--- src/rtl/sc_cal_pkg.sv ---
package sc_cal_pkg;
  localparam int REG_W = 16;

  typedef enum logic [1:0] {ST_SYNC, ST_SEL, ST_CAL, ST_PAR} seq_st_e;

  localparam logic [3:0] A_ID   = 4'd0;
  localparam logic [3:0] A_CTL  = 4'd1;
  localparam logic [3:0] A_REP0 = 4'd2;
  localparam logic [3:0] A_LEN0 = 4'd4;
  localparam logic [3:0] A_RADR = 4'd6;
  localparam logic [3:0] A_DAT0 = 4'd7;

  localparam logic [1:0] W_SYNC = 2'b11;
  localparam logic [1:0] W_SEL0 = 2'b01;
  localparam logic [1:0] W_SEL1 = 2'b10;
endpackage

--- src/rtl/sc_cal_regs.sv ---
module sc_cal_regs
  import sc_cal_pkg::*;
#(
  parameter int          LEN_W     = 10,
  parameter int          REP_W     = 8,
  parameter int          ENT_W     = 8,
  parameter int          RADR_W    = 10,
  parameter int          RAM_AW    = 6,
  parameter logic [12:0] TYPE_CODE = 13'h0A5C,
  parameter logic [2:0]  BLK_ID    = 3'd2
) (
  input  logic                        clk_i,
  input  logic                        rst_ni,
  input  logic [3:0]                  addr_i,
  input  logic                        wr_i,
  input  logic                        rd_i,
  input  logic [REG_W-1:0]            wdata_i,
  output logic [REG_W-1:0]            rdata_o,
  output logic                        rvalid_o,
  input  logic                        act_i,
  input  logic                        dis_act_i,
  input  logic [RAM_AW-1:0]           slot_i,
  output logic                        hbwr_o,
  output logic                        rsfrm_o,
  output logic                        req_o,
  output logic                        err_o,
  output logic [1:0][REP_W-1:0]       rep_o,
  output logic [1:0][LEN_W-1:0]       len_o,
  output logic [1:0][1:0]             ent_o
);
  localparam int RAM_DEPTH = 1 << RAM_AW;

  logic              hbwr_q, rsfrm_q, req_q, err_q, rvalid_q;
  logic [RADR_W-1:0] radr_q;
  logic [3:0]        raddr_q;
  logic [RAM_AW-1:0] ram_idx;
  logic [1:0]        blocked;
  logic [1:0][REP_W-1:0] rep_rd;
  logic [1:0][LEN_W-1:0] len_rd;
  logic [1:0][ENT_W-1:0] dat_rd;
  logic              unused_wdata;

  assign ram_idx      = radr_q[RAM_AW-1:0];
  assign unused_wdata = ^wdata_i;

  for (genvar b = 0; b < 2; b++) begin : g_bank
    logic [REP_W-1:0] rep_q;
    logic [LEN_W-1:0] len_q;
    logic [ENT_W-1:0] dat_q;
    logic [ENT_W-1:0] mem_q [RAM_DEPTH];
    logic live, open_wr, hit_rep, hit_len, hit_dat, wr_ok;

    // bank 1 exists only while switching is enabled
    assign live    = (b == 0) || hbwr_q;
    assign open_wr = dis_act_i || (act_i != 1'(b));
    assign hit_rep = (addr_i == A_REP0 + 4'(b));
    assign hit_len = (addr_i == A_LEN0 + 4'(b));
    assign hit_dat = (addr_i == A_DAT0 + 4'(b));
    assign wr_ok   = wr_i && live && open_wr;
    assign blocked[b] = wr_i && live && !open_wr && (hit_rep || hit_len || hit_dat);

    always_ff @(posedge clk_i) begin
      if (wr_ok && hit_dat) mem_q[ram_idx] <= wdata_i[ENT_W-1:0];
    end

    always_ff @(posedge clk_i or negedge rst_ni) begin
      if (!rst_ni) begin
        rep_q <= '0;
        len_q <= '0;
        dat_q <= '0;
      end else begin
        if (wr_ok && hit_rep) rep_q <= wdata_i[REP_W-1:0];
        if (wr_ok && hit_len) len_q <= wdata_i[LEN_W-1:0];
        if (wr_ok && hit_dat)              dat_q <= wdata_i[ENT_W-1:0];
        else if (rd_i && live && hit_dat)  dat_q <= mem_q[ram_idx];
      end
    end

    assign rep_o[b]  = rep_q;
    assign len_o[b]  = len_q;
    assign ent_o[b]  = mem_q[slot_i][1:0];
    assign rep_rd[b] = live ? rep_q : '0;
    assign len_rd[b] = live ? len_q : '0;
    assign dat_rd[b] = live ? dat_q : '0;
  end

  always_ff @(posedge clk_i or negedge rst_ni) begin
    if (!rst_ni) begin
      hbwr_q   <= 1'b0;
      rsfrm_q  <= 1'b1;
      req_q    <= 1'b0;
      err_q    <= 1'b0;
      rvalid_q <= 1'b0;
      raddr_q  <= '0;
      radr_q   <= '0;
    end else begin
      rvalid_q <= rd_i;
      if (rd_i) raddr_q <= addr_i;
      if (wr_i && addr_i == A_CTL) begin
        hbwr_q  <= wdata_i[0];
        rsfrm_q <= wdata_i[1];
        req_q   <= wdata_i[2];
      end
      if (wr_i && addr_i == A_RADR) radr_q <= wdata_i[RADR_W-1:0];
      if (|blocked) err_q <= 1'b1;
    end
  end

  always_comb begin
    case (raddr_q)
      A_ID:          rdata_o = {BLK_ID, TYPE_CODE};
      A_CTL:         rdata_o = REG_W'({dis_act_i, 1'b0, act_i, req_q, rsfrm_q, hbwr_q});
      A_REP0:        rdata_o = REG_W'(rep_rd[0]);
      A_REP0 + 4'd1: rdata_o = REG_W'(rep_rd[1]);
      A_LEN0:        rdata_o = REG_W'(len_rd[0]);
      A_LEN0 + 4'd1: rdata_o = REG_W'(len_rd[1]);
      A_RADR:        rdata_o = REG_W'(radr_q);
      A_DAT0:        rdata_o = REG_W'(dat_rd[0]);
      A_DAT0 + 4'd1: rdata_o = REG_W'(dat_rd[1]);
      default:       rdata_o = '0;
    endcase
  end

  assign rvalid_o = rvalid_q;
  assign hbwr_o   = hbwr_q;
  assign rsfrm_o  = rsfrm_q;
  assign req_o    = req_q;
  assign err_o    = err_q;
endmodule

--- src/rtl/sc_cal_seq.sv ---
module sc_cal_seq
  import sc_cal_pkg::*;
#(
  parameter int LEN_W  = 10,
  parameter int REP_W  = 8,
  parameter int RAM_AW = 6
) (
  input  logic                  clk_i,
  input  logic                  rst_ni,
  input  logic                  disable_i,
  input  logic                  hbwr_i,
  input  logic                  req_i,
  input  logic [1:0][REP_W-1:0] rep_i,
  input  logic [1:0][LEN_W-1:0] len_i,
  input  logic [1:0][1:0]       ent_i,
  output logic [RAM_AW-1:0]     slot_o,
  output logic                  act_o,
  output logic                  dis_act_o,
  output logic [1:0]            stat_o,
  output logic                  frame_start_o
);
  seq_st_e          st_q;
  logic             act_q, dis_q;
  logic [LEN_W-1:0] slot_q;
  logic [REP_W-1:0] cnt_q;
  logic [1:0]       par_q;
  logic             act_nxt, empty_nxt, empty_cur, last_slot, last_rep;

  assign act_nxt   = hbwr_i & req_i;
  assign empty_nxt = (len_i[act_nxt] == '0) || (rep_i[act_nxt] == '0);
  assign empty_cur = (len_i[act_q] == '0) || (rep_i[act_q] == '0);
  assign last_slot = (slot_q == len_i[act_q] - LEN_W'(1));
  assign last_rep  = (cnt_q == rep_i[act_q] - REP_W'(1));

  always_comb begin
    case (st_q)
      ST_SYNC: stat_o = W_SYNC;
      ST_SEL:  stat_o = act_q ? W_SEL1 : W_SEL0;
      ST_CAL:  stat_o = ent_i[act_q];
      default: stat_o = par_q;
    endcase
  end

  always_ff @(posedge clk_i or negedge rst_ni) begin
    if (!rst_ni) begin
      st_q   <= ST_SYNC;
      act_q  <= 1'b0;
      dis_q  <= 1'b1;
      slot_q <= '0;
      cnt_q  <= '0;
      par_q  <= '0;
    end else begin
      case (st_q)
        ST_SYNC: begin
          // frame boundary: bank, disable and select-word use are latched here
          act_q  <= act_nxt;
          dis_q  <= disable_i;
          slot_q <= '0;
          cnt_q  <= '0;
          par_q  <= W_SYNC;
          if (!disable_i) st_q <= hbwr_i ? ST_SEL : (empty_nxt ? ST_PAR : ST_CAL);
        end
        ST_SEL: begin
          par_q <= par_q ^ stat_o;
          st_q  <= empty_cur ? ST_PAR : ST_CAL;
        end
        ST_CAL: begin
          par_q <= par_q ^ stat_o;
          if (last_slot) begin
            slot_q <= '0;
            if (last_rep) st_q  <= ST_PAR;
            else          cnt_q <= cnt_q + 1'b1;
          end else begin
            slot_q <= slot_q + 1'b1;
          end
        end
        default: st_q <= ST_SYNC;
      endcase
    end
  end

  assign slot_o        = slot_q[RAM_AW-1:0];
  assign act_o         = act_q;
  assign dis_act_o     = dis_q;
  assign frame_start_o = (st_q == ST_SYNC);
endmodule

--- src/rtl/sc_cal_ctrl.sv ---
module sc_cal_ctrl
  import sc_cal_pkg::*;
#(
  parameter int          LEN_W     = 10,
  parameter int          REP_W     = 8,
  parameter int          ENT_W     = 8,
  parameter int          RADR_W    = 10,
  parameter int          RAM_AW    = 6,
  parameter logic [12:0] TYPE_CODE = 13'h0A5C,
  parameter logic [2:0]  BLK_ID    = 3'd2
) (
  input  logic        clk_i,
  input  logic        rst_ni,
  input  logic [3:0]  reg_addr_i,
  input  logic        reg_wr_i,
  input  logic        reg_rd_i,
  input  logic [15:0] reg_wdata_i,
  output logic [15:0] reg_rdata_o,
  output logic        reg_rvalid_o,
  input  logic        force_frame_i,
  output logic [1:0]  stat_o,
  output logic        frame_start_o,
  output logic        err_o
);
  logic                  act_w, dis_act_w, hbwr_w, rsfrm_w, req_w;
  logic [RAM_AW-1:0]     slot_w;
  logic [1:0][REP_W-1:0] rep_w;
  logic [1:0][LEN_W-1:0] len_w;
  logic [1:0][1:0]       ent_w;

  sc_cal_regs #(
    .LEN_W(LEN_W), .REP_W(REP_W), .ENT_W(ENT_W), .RADR_W(RADR_W),
    .RAM_AW(RAM_AW), .TYPE_CODE(TYPE_CODE), .BLK_ID(BLK_ID)
  ) u_regs (
    .clk_i     (clk_i),
    .rst_ni    (rst_ni),
    .addr_i    (reg_addr_i),
    .wr_i      (reg_wr_i),
    .rd_i      (reg_rd_i),
    .wdata_i   (reg_wdata_i),
    .rdata_o   (reg_rdata_o),
    .rvalid_o  (reg_rvalid_o),
    .act_i     (act_w),
    .dis_act_i (dis_act_w),
    .slot_i    (slot_w),
    .hbwr_o    (hbwr_w),
    .rsfrm_o   (rsfrm_w),
    .req_o     (req_w),
    .err_o     (err_o),
    .rep_o     (rep_w),
    .len_o     (len_w),
    .ent_o     (ent_w)
  );

  sc_cal_seq #(.LEN_W(LEN_W), .REP_W(REP_W), .RAM_AW(RAM_AW)) u_seq (
    .clk_i         (clk_i),
    .rst_ni        (rst_ni),
    .disable_i     (rsfrm_w | force_frame_i),
    .hbwr_i        (hbwr_w),
    .req_i         (req_w),
    .rep_i         (rep_w),
    .len_i         (len_w),
    .ent_i         (ent_w),
    .slot_o        (slot_w),
    .act_o         (act_w),
    .dis_act_o     (dis_act_w),
    .stat_o        (stat_o),
    .frame_start_o (frame_start_o)
  );
endmodule

--- config.mk ---
export PLATFORM = sky130hd
export DESIGN_NAME = sc_cal_ctrl
export DESIGN_NICKNAME = d
export VERILOG_FILES = /design/src/rtl/sc_cal_pkg.sv /design/src/rtl/sc_cal_regs.sv /design/src/rtl/sc_cal_seq.sv /design/src/rtl/sc_cal_ctrl.sv
export SDC_FILE = /design/constraint.sdc
export NUM_CORES = 1
export LEC_CHECK = 0
export BUFFER_PORTS_ARGS = -buffer_cell sky130_fd_sc_hd__buf_2
export CORE_ASPECT_RATIO = 1.25
export CORE_MARGIN = 2
export CORE_UTILIZATION = 33
export DETAILED_ROUTE_END_ITERATION = 6
export GPL_ROUTABILITY_DRIVEN = 1
export HOLD_SLACK_MARGIN = 0.08
export SETUP_SLACK_MARGIN = 0.05
export SLEW_MARGIN = 10
export SYNTH_ARGS = -nofsm -noshare
export SYNTH_HDL_FRONTEND = slang
export SYNTH_HIERARCHICAL = 1
export SYNTH_SLANG_ARGS = --single-unit
--- constraint.sdc ---
create_clock -name clk_i -period 3.3 [get_ports clk_i]
set_input_delay 0 -clock clk_i [delete_from_list [all_inputs] [get_ports clk_i]]
set_output_delay 0 -clock clk_i [all_outputs]
set_load 0.02 [all_outputs]
==> flow_metrics.tcl, run 1 <==
set metrics [dict create \
    result_of_the_run "complete, but fails checks" \
    failing_checks "setup timing" \
    starting_density_of_the_core_pct 33.2 \
    fin_worst_hold_slack_ps 153 \
    critical-path-max-stage-delay_ps 560 \
    clock_insertion_delay_worst_skew_ps 740 \
    register_area_um2 33100 \
    routed_wirelength_mm 152 \
    layout_setup_ws_ps -501 \
    cp_max_fo 7 \
    io_buffer_count 35 \
    timing.rr.start "u_seq/slot_q[0]$_DFFE_PN0P_" \
    final_clock_period_utilization_by_the_worst_path_pct 115 \
    avgSynthCellArea_um2 16.1 \
    syn_area_um2 47900 \
    diodes 0 \
    grt_total_ovfl 0 \
    dieArea_um2 148000 \
    cp_cell_sequence "buf_4, buf_16, mux4_2, a22oi_1, nand2_1, a211oi_2, a21oi_2, mux2_4, a221oi_4, buf_4, a21oi_2, buf_4" \
    num_vias 30400 \
    worstPathRequired_ps 3300 \
    finClkSkew_ps 47.2 \
    largest_net_degree_at_the_start_of_global_routing 90 \
    arrival_ps 3800 \
    asyncSetResetFlopFracSynth_pct 8.49 \
    synth_warnings 6 \
    globalplace.congestion 0.948 \
    grt_pass1_vias 30500 \
    synth.lib_cells_used.distinct 92 \
    hold_depth 3 \
    multiInputGateArea_um2 13800 \
    yosysSeqAreaShare_pct 69.1 \
    reg2reg_slack_ps -300 \
    reg2regPathDepth 16 \
    report.final.slew_viol_count 0 \
    core_um2 144000 \
    post_dr_vias_cell 5.75 \
    drive_gt1_share_pct 25.8 \
    endpoint_kind "output pin" \
    synth-edff-count 1024 \
    cts_tree "done" \
    cts_buffers 103 \
    power-per-cell-area_nw_per_um2 690 \
    die_height_um 430 \
    cts_buffer_depth 3 \
    hold_path.startpoint "reg_wr_i" \
    worst_r2r_endpoint "u_seq/par_q[0]$_DFFE_PN0N_" \
    grtUsageTotal_pct 20.2 \
    final.fill_count 13200 \
    post-route-drc-count 0 \
    achievable-frequency_mhz 263 \
    timing.critical_path.slowest_stage_cell "sky130_fd_sc_hd__dfrtp_4" \
    place_inst 5054 \
    max-vdd-ir-drop_mv 0.414 \
    cts-root-buf "sky130_fd_sc_hd__clkbuf_16" \
    layoutNonFillerInstCount 5282 \
    max-slew-margin-rel_pct 26.9 \
    die_w_um 345 \
    route.antenna.remaining_nets 0 \
    worst_slew_pin_slew_ps 1100 \
    dp_hpwl_mm 101 \
    min_delay_worst_endpoint "u_regs/err_o$_DFFE_PN0P_" \
    synth_ff_type "sky130_fd_sc_hd__edfxtp_1" \
    final_nets 3333 \
    detailedRoute.firstPassIterationCount 7 \
    routed_wire_length_per_instance_um 28.7 \
    layout_min_cycle_time_ps 3800 \
    setup_repair_after_global_routing_missed_its_margin "true" \
    postLayoutCoreUtil_pct 39.2 \
    finalHoldViolations 0 \
    crit_top_cell "sky130_fd_sc_hd__buf_4" \
    hold_class "input pin to flip-flop" \
    antenna_violations_before_repair 3 \
    htree_num_levels 3 \
    cts_num_sinks 1119 \
    detail_route.iter0.violations 3120 \
    setup.worst_path.class "flip-flop to output pin" \
    rows 156 \
    post-layout-total-power_w 0.0391 \
    layout_overhead_on_the_synthesized_area_pct 18.1 \
    io_pins 46 \
    max_cap_violations 0 \
    setup.worst_path.start_class "flip-flop" \
    p_leak_nw 18.8 \
    synth_cells 2969 \
    clkSlewWorstSetupHoldPaths_ps 70 \
    grt_first_pass_wirelength_mm 218 \
    fin_tns_setup_ps -1260 \
    ys_seq_elements 1119 \
    final_setup_violation_count 3 \
]
-- registers in the layout (all words and copies together) (netlist names) --
name and count:
u_regs/g_bank.rep_q 16, u_regs/raddr_q 4, u_regs/rvalid_o 1, u_regs/radr_q 10, u_seq/act_o 1, u_seq/st_q 2
u_seq/slot_q 10, u_seq/par_q 2, u_seq/cnt_q 8, u_regs/req_o 1, u_regs/g_bank.len_q 20, u_regs/hbwr_o 1
u_regs/rsfrm_o 1, u_regs/err_o 1, u_regs/g_bank.dat_q 16, u_seq/dis_act_o 1, u_regs/g_bank.mem_q 1024
-- cell families (layout without fill, tap and decap cells) --
kind of cell | count (synthesis) | in the layout | share of synthesized area (%)
xor gates and xnor gates | 25 | 25 | 0.457
buffers and inverters | 235 | 649 | 2.67
muxes | 423 | 423 | 12.8
adders and majority gates | 9 | 9 | 0.235
and+or+nand+nor | 540 | 540 | 5.36
AOI/OAI and AO/OA | 617 | 617 | 9.28
other | 1 | 4 | 0.00783
DFF | 1119 | 1119 | 69.1
-- power breakdown --
group / switching [W] / internal [W]
sequential: 0.000699 / 0.0158
clock: 0.00537 / 0.00681
combinational: 0.00607 / 0.00429
-- layer usage --
metal / vias up / share of wire [%] / global-route usage [%]
li1: 12700 / - / -
met1: 15800 / 37 / 24.7
met2: 1496 / 50 / 34.2
met3: 393 / 7.6 / 3.42
met4: 4 / 5.5 / 10.4
met5: - / 0.018 / 0
-- cells in the mapped netlist, types with 9 or more instances --
| master | number | area [um^2] |
|---|---|---|
| sky130_fd_sc_hd__a22o_1 | 11 | 96.3 |
| sky130_fd_sc_hd__a31oi_1 | 22 | 138 |
| sky130_fd_sc_hd__a22oi_1 | 104 | 781 |
| sky130_fd_sc_hd__dfrtp_1 | 93 | 2330 |
| sky130_fd_sc_hd__nand2b_1 | 16 | 100 |
| sky130_fd_sc_hd__clkbuf_1 | 71 | 267 |
| sky130_fd_sc_hd__ha_1 | 9 | 113 |
| sky130_fd_sc_hd__nand4_1 | 10 | 62.6 |
| sky130_fd_sc_hd__edfxtp_1 | 1024 | 30700 |
| sky130_fd_sc_hd__nand2_1 | 116 | 435 |
| sky130_fd_sc_hd__nor2b_1 | 15 | 93.8 |
| sky130_fd_sc_hd__and2_1 | 11 | 68.8 |
| sky130_fd_sc_hd__mux2i_1 | 195 | 1950 |
| sky130_fd_sc_hd__o22ai_1 | 57 | 357 |
| sky130_fd_sc_hd__o21ai_0 | 63 | 315 |
| sky130_fd_sc_hd__mux2_2 | 82 | 923 |
| sky130_fd_sc_hd__a221oi_1 | 137 | 1200 |
| sky130_fd_sc_hd__nor3_1 | 22 | 110 |
| sky130_fd_sc_hd__nand3_1 | 46 | 230 |
| sky130_fd_sc_hd__o211ai_1 | 13 | 97.6 |
| sky130_fd_sc_hd__buf_2 | 61 | 305 |
| sky130_fd_sc_hd__mux4_2 | 145 | 3270 |
| sky130_fd_sc_hd__xor2_1 | 9 | 78.8 |
| sky130_fd_sc_hd__buf_6 | 22 | 248 |
| sky130_fd_sc_hd__a21oi_1 | 93 | 465 |
| sky130_fd_sc_hd__xnor2_1 | 16 | 140 |
| sky130_fd_sc_hd__o22a_1 | 9 | 78.8 |
| sky130_fd_sc_hd__a221o_1 | 10 | 100 |
| sky130_fd_sc_hd__buf_4 | 34 | 255 |
| sky130_fd_sc_hd__buf_1 | 23 | 86.3 |
| sky130_fd_sc_hd__inv_1 | 19 | 71.3 |
| sky130_fd_sc_hd__a211oi_1 | 18 | 135 |
| sky130_fd_sc_hd__nor2_1 | 235 | 882 |
-- area by class of cell --
cell class / count / area share [%]
Clock inverter: 75 / 1.33
Clock buffer: 117 / 4.68
Inverter: 21 / 0.141
Multi-Input combinational cell: 1618 / 24.3
Tap cell: 1896 / 4.19
Timing Repair Buffer: 436 / 6.75
Sequential cell: 1119 / 58.6
-- worst max-delay path, delay by kind of cell, from the launching register on --
kind	cells	cell delay, ps
compound gates	5	880
buf+inv	4	620
flops	1	560
mux	2	870
simple gates	1	110
-- worst max path at each step --
stage	startpoint	endpoint	slack [ps]	depth (start not counted)
floorplan	u_seq/slot_q[0]$_DFFE_PN0P_	u_seq/par_q[0]$_DFFE_PN0N_	180	12
global placement	u_seq/slot_q[0]$_DFFE_PN0P_	u_seq/par_q[0]$_DFFE_PN0N_	-90	12
detailed placement	u_seq/slot_q[0]$_DFFE_PN0P_	u_seq/par_q[0]$_DFFE_PN0N_	-80	12
CTS	u_seq/slot_q[0]$_DFFE_PN0P_	stat_o[0]	-540	13
global route	u_seq/slot_q[0]$_DFFE_PN0P_	stat_o[1]	-550	13
finish	u_seq/slot_q[0]$_DFFE_PN0P_	stat_o[0]	-500	12
-- cell usage in the layout (no fill, tap or decap), types with 10 or more instances in the layout --
cell type and instances:
sky130_fd_sc_hd__a211oi_1 14, sky130_fd_sc_hd__a21oi_1 84, sky130_fd_sc_hd__a221o_1 10, sky130_fd_sc_hd__a221oi_1 136
sky130_fd_sc_hd__a22o_1 11, sky130_fd_sc_hd__a22oi_1 92, sky130_fd_sc_hd__a22oi_2 12, sky130_fd_sc_hd__a31oi_1 22
sky130_fd_sc_hd__buf_12 35, sky130_fd_sc_hd__buf_2 24, sky130_fd_sc_hd__buf_4 342, sky130_fd_sc_hd__bufinv_16 13
sky130_fd_sc_hd__clkbuf_1 13, sky130_fd_sc_hd__clkbuf_16 105, sky130_fd_sc_hd__clkinv_1 26, sky130_fd_sc_hd__clkinv_2 22
sky130_fd_sc_hd__dfrtp_1 87, sky130_fd_sc_hd__dlygate4sd3_1 23, sky130_fd_sc_hd__edfxtp_1 1024, sky130_fd_sc_hd__inv_1 17
sky130_fd_sc_hd__mux2_2 80, sky130_fd_sc_hd__mux2i_1 192, sky130_fd_sc_hd__mux4_2 145, sky130_fd_sc_hd__nand2_1 116
sky130_fd_sc_hd__nand2b_1 16, sky130_fd_sc_hd__nand3_1 46, sky130_fd_sc_hd__nand4_1 10, sky130_fd_sc_hd__nor2_1 232
sky130_fd_sc_hd__nor3_1 22, sky130_fd_sc_hd__o211ai_1 13, sky130_fd_sc_hd__o21ai_0 62, sky130_fd_sc_hd__o22ai_1 57
sky130_fd_sc_hd__xnor2_1 16
-- stage by stage --
step | worst slack, ps | instance area [um^2]
final | -501 | 56600
after global routing | -549 | 56600
after CTS | -535 | 56500
after detailed placement | -81.0 | 52600
after global placement | -93.8 | 52600
after floorplan | 180 | 47900
-- repair_timing --
action	4_1_cts	5_1_grt
buffers inserted	7	3
hold buffers	24	0
endpoints found under the setup margin	4	9
gates resized for setup	32	19
hold endpoints to repair	640	0
cloned	2	1
pin swaps	12	11
Power figures use the tool's default switching activity.
==> run 2: changes to the inputs <==
- ABC_AREA: default -> 1
==> flow_metrics.tcl, run 2 <==
set metrics [dict create \
    synth-edff-count 1024 \
    grt_pass1_vias 36600 \
    globalplace.congestion 0.930 \
    cts_num_sinks 1119 \
    cts-root-buf "sky130_fd_sc_hd__clkbuf_16" \
    synthTopCellsByArea "sky130_fd_sc_hd__edfxtp_1 59%, sky130_fd_sc_hd__nand2_1 10%, sky130_fd_sc_hd__nand3_1 4.9%" \
    power-per-cell-area_nw_per_um2 682 \
    failing_checks "setup timing" \
    share_of_the_synthesized_area_in_the_top_cell_type_pct 59.2 \
    synthDominantAreaCellType "sky130_fd_sc_hd__edfxtp_1" \
    netSwitchingFraction_pct 35.2 \
    htree_num_levels 3 \
    clkSlewWorstSetupHoldPaths_ps 70 \
    arrival_ps 3410 \
    post_dr_vias_cell 4.98 \
    mostFrequentLayoutCells "1420 x sky130_fd_sc_hd__nand2_1, 1024 x sky130_fd_sc_hd__edfxtp_1, 669 x sky130_fd_sc_hd__inv_1" \
    clock_insertion_delay_worst_skew_ps 730 \
    dieArea_um2 161000 \
    detail_route.wirelength.met1_mm 58.9 \
    cellInternalPower_w 0.0267 \
    num_vias 38000 \
    largest_net_degree_at_the_start_of_global_routing 100 \
    die_height_um 448 \
    final_common_cell "sky130_fd_sc_hd__nand2_1" \
    detailedRoute.firstPassIterationCount 6 \
    p_sw_w 0.0145 \
    max-vdd-ir-drop_mv 0.464 \
    rows 162 \
    design_area_um2 60500 \
    max-slew-margin-rel_pct 28.9 \
    avgSynthCellArea_um2 9.82 \
    reg2reg_slack_ps 220 \
    post-route-drc-count 0 \
    most_frequently_used_cell_type_in_the_post_synthesis_netlist "sky130_fd_sc_hd__nand2_1" \
    power_frac_comb_pct 30.8 \
    worstPathBufferInverterCount 3 \
    timing.critical_path.slowest_stage_cell "sky130_fd_sc_hd__dfrtp_4" \
    worstPathRequired_ps 3300 \
    endpoint_kind "output pin" \
    die_w_um 359 \
    dp_hpwl_mm 96.3 \
    seq_power_share_pct 39.6 \
    grt_total_ovfl 0 \
    cts_tree "done" \
    yosysSeqAreaShare_pct 63.8 \
    grtUsageTotal_pct 18.9 \
    synth_cells 5290 \
    setup.worst_path.start_class "flip-flop" \
    hold_class "input pin to flip-flop" \
    detail_route.iter0.violations 3462 \
    routed_wire_length_per_instance_um 20.2 \
    final_setup_violation_count 2 \
    worst_slew_pin_slew_ps 1070 \
    asyncSetResetFlopFracSynth_pct 8.49 \
    grt_first_pass_wirelength_mm 229 \
    io_pins 46 \
    critical-path-max-stage-delay_ps 560 \
    top_layer_used "met4" \
    synth_warnings 6 \
    met3_length_mm 10.6 \
    route.met2.wl_mm 75.8 \
    layout_min_cycle_time_ps 3410 \
    pwr-share-clk_pct 29.6 \
    yosys-top-cells-count "1438 x sky130_fd_sc_hd__nand2_1, 1024 x sky130_fd_sc_hd__edfxtp_1, 670 x sky130_fd_sc_hd__inv_1" \
    cts_buffers 107 \
    achievable-frequency_mhz 294 \
    cp_cell_sequence "buf_4, bufbuf_16, nand3_1, nand3_2, a21oi_4, o211ai_1, nand2_2, nor2_2, o31ai_2, nand2_1, o21ai_2, buf_6" \
    antenna_violations_before_repair 4 \
    route.antenna.remaining_nets 0 \
    starting_density_of_the_core_pct 33.3 \
    drive_gt1_share_pct 14.0 \
    layout_overhead_on_the_synthesized_area_pct 16.5 \
    fin_tns_setup_ps -146 \
    cts_buffer_depth 3 \
    max_flop_register "u_regs/g_bank.mem_q" \
    report.final.slew_viol_count 0 \
    cp_max_fo 20 \
    finalHoldViolations 0 \
    syn_area_um2 52000 \
    largest_reg_flops 1024 \
    p_leak_nw 24.6 \
    ys_seq_elements 1119 \
    io_buffer_count 35 \
    setup.worst_path.class "flip-flop to output pin" \
    post-layout-total-power_w 0.0413 \
    reg_top3 "u_regs/g_bank.mem_q x1024, u_regs/g_bank.len_q x20" \
    diodes 0 \
    setup_repair_after_global_routing_missed_its_margin "true" \
    core_um2 156000 \
    placed_cell_area_um2 55800 \
    synth_ff_type "sky130_fd_sc_hd__edfxtp_1" \
    max_cap_violations 0 \
    layout_setup_ws_ps -105 \
    final_clock_period_utilization_by_the_worst_path_pct 103 \
    result_of_the_run "complete, but fails checks" \
    routed_wirelength_mm 154 \
    final_nets 5520 \
    finClkSkew_ps 35.8 \
    critical_path.top_delay_family "compound AO/OA/AOI/OAI gates" \
    synth.lib_cells_used.distinct 54 \
]
==> run 2: changes by cell type after synthesis, sizes merged, moves of 57 or more <==
cell    previous run  this run
nand2            116      1454
inv               20       682
nand3             46       514
o21ai             70       321
mux2i            195         0
mux4             145         0
or2                6       150
o211ai            13       148
a221oi           139         6
nor3              23       145
a22oi            104         0
mux2              83         0
nor2             236       311
buf              142       199
==> run 2: final timing paths <==
path                                                             from                                endpoint  cells past startpoint
worst max-delay path                      u_seq/slot_q[1]$_DFFE_PN0P_                               stat_o[0]                     12
worst min-delay path                                    reg_addr_i[1]           u_regs/raddr_q[1]$_DFFE_PN0P_                      4
worst max register to register           u_regs/radr_q[0]$_DFFE_PN0P_  u_regs/g_bank[0].mem_q[4][3]$_DFFE_PP_                      6
worst min register to register  u_regs/g_bank[0].dat_q[6]$_DFFE_PN0P_   u_regs/g_bank[0].dat_q[6]$_DFFE_PN0P_                      2
max in group asynchronous                                      rst_ni   u_regs/g_bank[0].len_q[9]$_DFFE_PN0P_                      4
min in group asynchronous                                      rst_ni              u_regs/rsfrm_o$_DFFE_PN1P_                      3
==> run 2: metal layers <==
metal / vias to the layer above / global-route usage (%)
li1: 17900 / -
met1: 18200 / 22.5
met2: 1440 / 32.9
met3: 336 / 2.60
met4: 0 / 10.3
met5: - / 0
==> run 2: power by group through the flow <==
stage                     clock network, W  registers, W  logic [W]
after global placement                   0        0.0166     0.0109
after detailed placement                 0        0.0166     0.0111
after floorplan                          0        0.0164    0.00722
after CTS                           0.0124        0.0163     0.0122
final                               0.0122        0.0163     0.0127
after global routing                0.0129        0.0164     0.0137
==> run 2: logic make-up (layout without fill, tap and decap cells) <==
logic type / count (synthesis) / after routing / synth area share [%]
simple gates: 2593 / 2593 / 21.5
other cells: 1 / 4 / 0.00722
compound gates: 569 / 569 / 6.43
fa+ha+maj: 9 / 9 / 0.217
xor+xnor: 18 / 18 / 0.303
buf+inv: 981 / 1263 / 7.77
flops: 1119 / 1119 / 63.8
==> run 2: worst reg2reg max path: cells and delay by family, from the launching register on <==
family,cells,cell delay [ps]
flip-flops,1,680
buffers and inverters,4,1190
AND/OR/NAND/NOR,2,880
==> run 2: what timing repair did <==
item / in CTS / in global routing
hold buffers: 34 / 0
buffers inserted: 13 / 5
hold endpoints to repair: 625 / 0
setup endpoints to repair: 2 / 2
gates cloned: 9 / 4
pin swaps: 22 / 33
resized for setup: 73 / 71
==> run 2: cell type report <==
| class | instances | area [um^2] |
|---|---|---|
| inverters | 686 | 2610 |
| fillers | 15100 | 95600 |
| flip-flops and latches | 1119 | 33100 |
| clock buffers | 127 | 2820 |
| multi-input cells | 3193 | 15200 |
| clock inverters | 71 | 631 |
| repair buffers | 375 | 3540 |
| well taps | 2050 | 2560 |
| repair inverters | 4 | 50.0 |
==> run 2: metrics by stage <==
step,utilization (%),cells,hold WS (ps),setup WS [ps]
6_report,38.8,7625,128,-105
5_1_grt,38.8,7625,135,-116
4_1_cts,38.6,7617,90.5,-158
3_5_place_dp,35.8,7363,131,318
3_3_place_gp,35.8,7363,129,286
2_1_floorplan,-,5293,-296,804
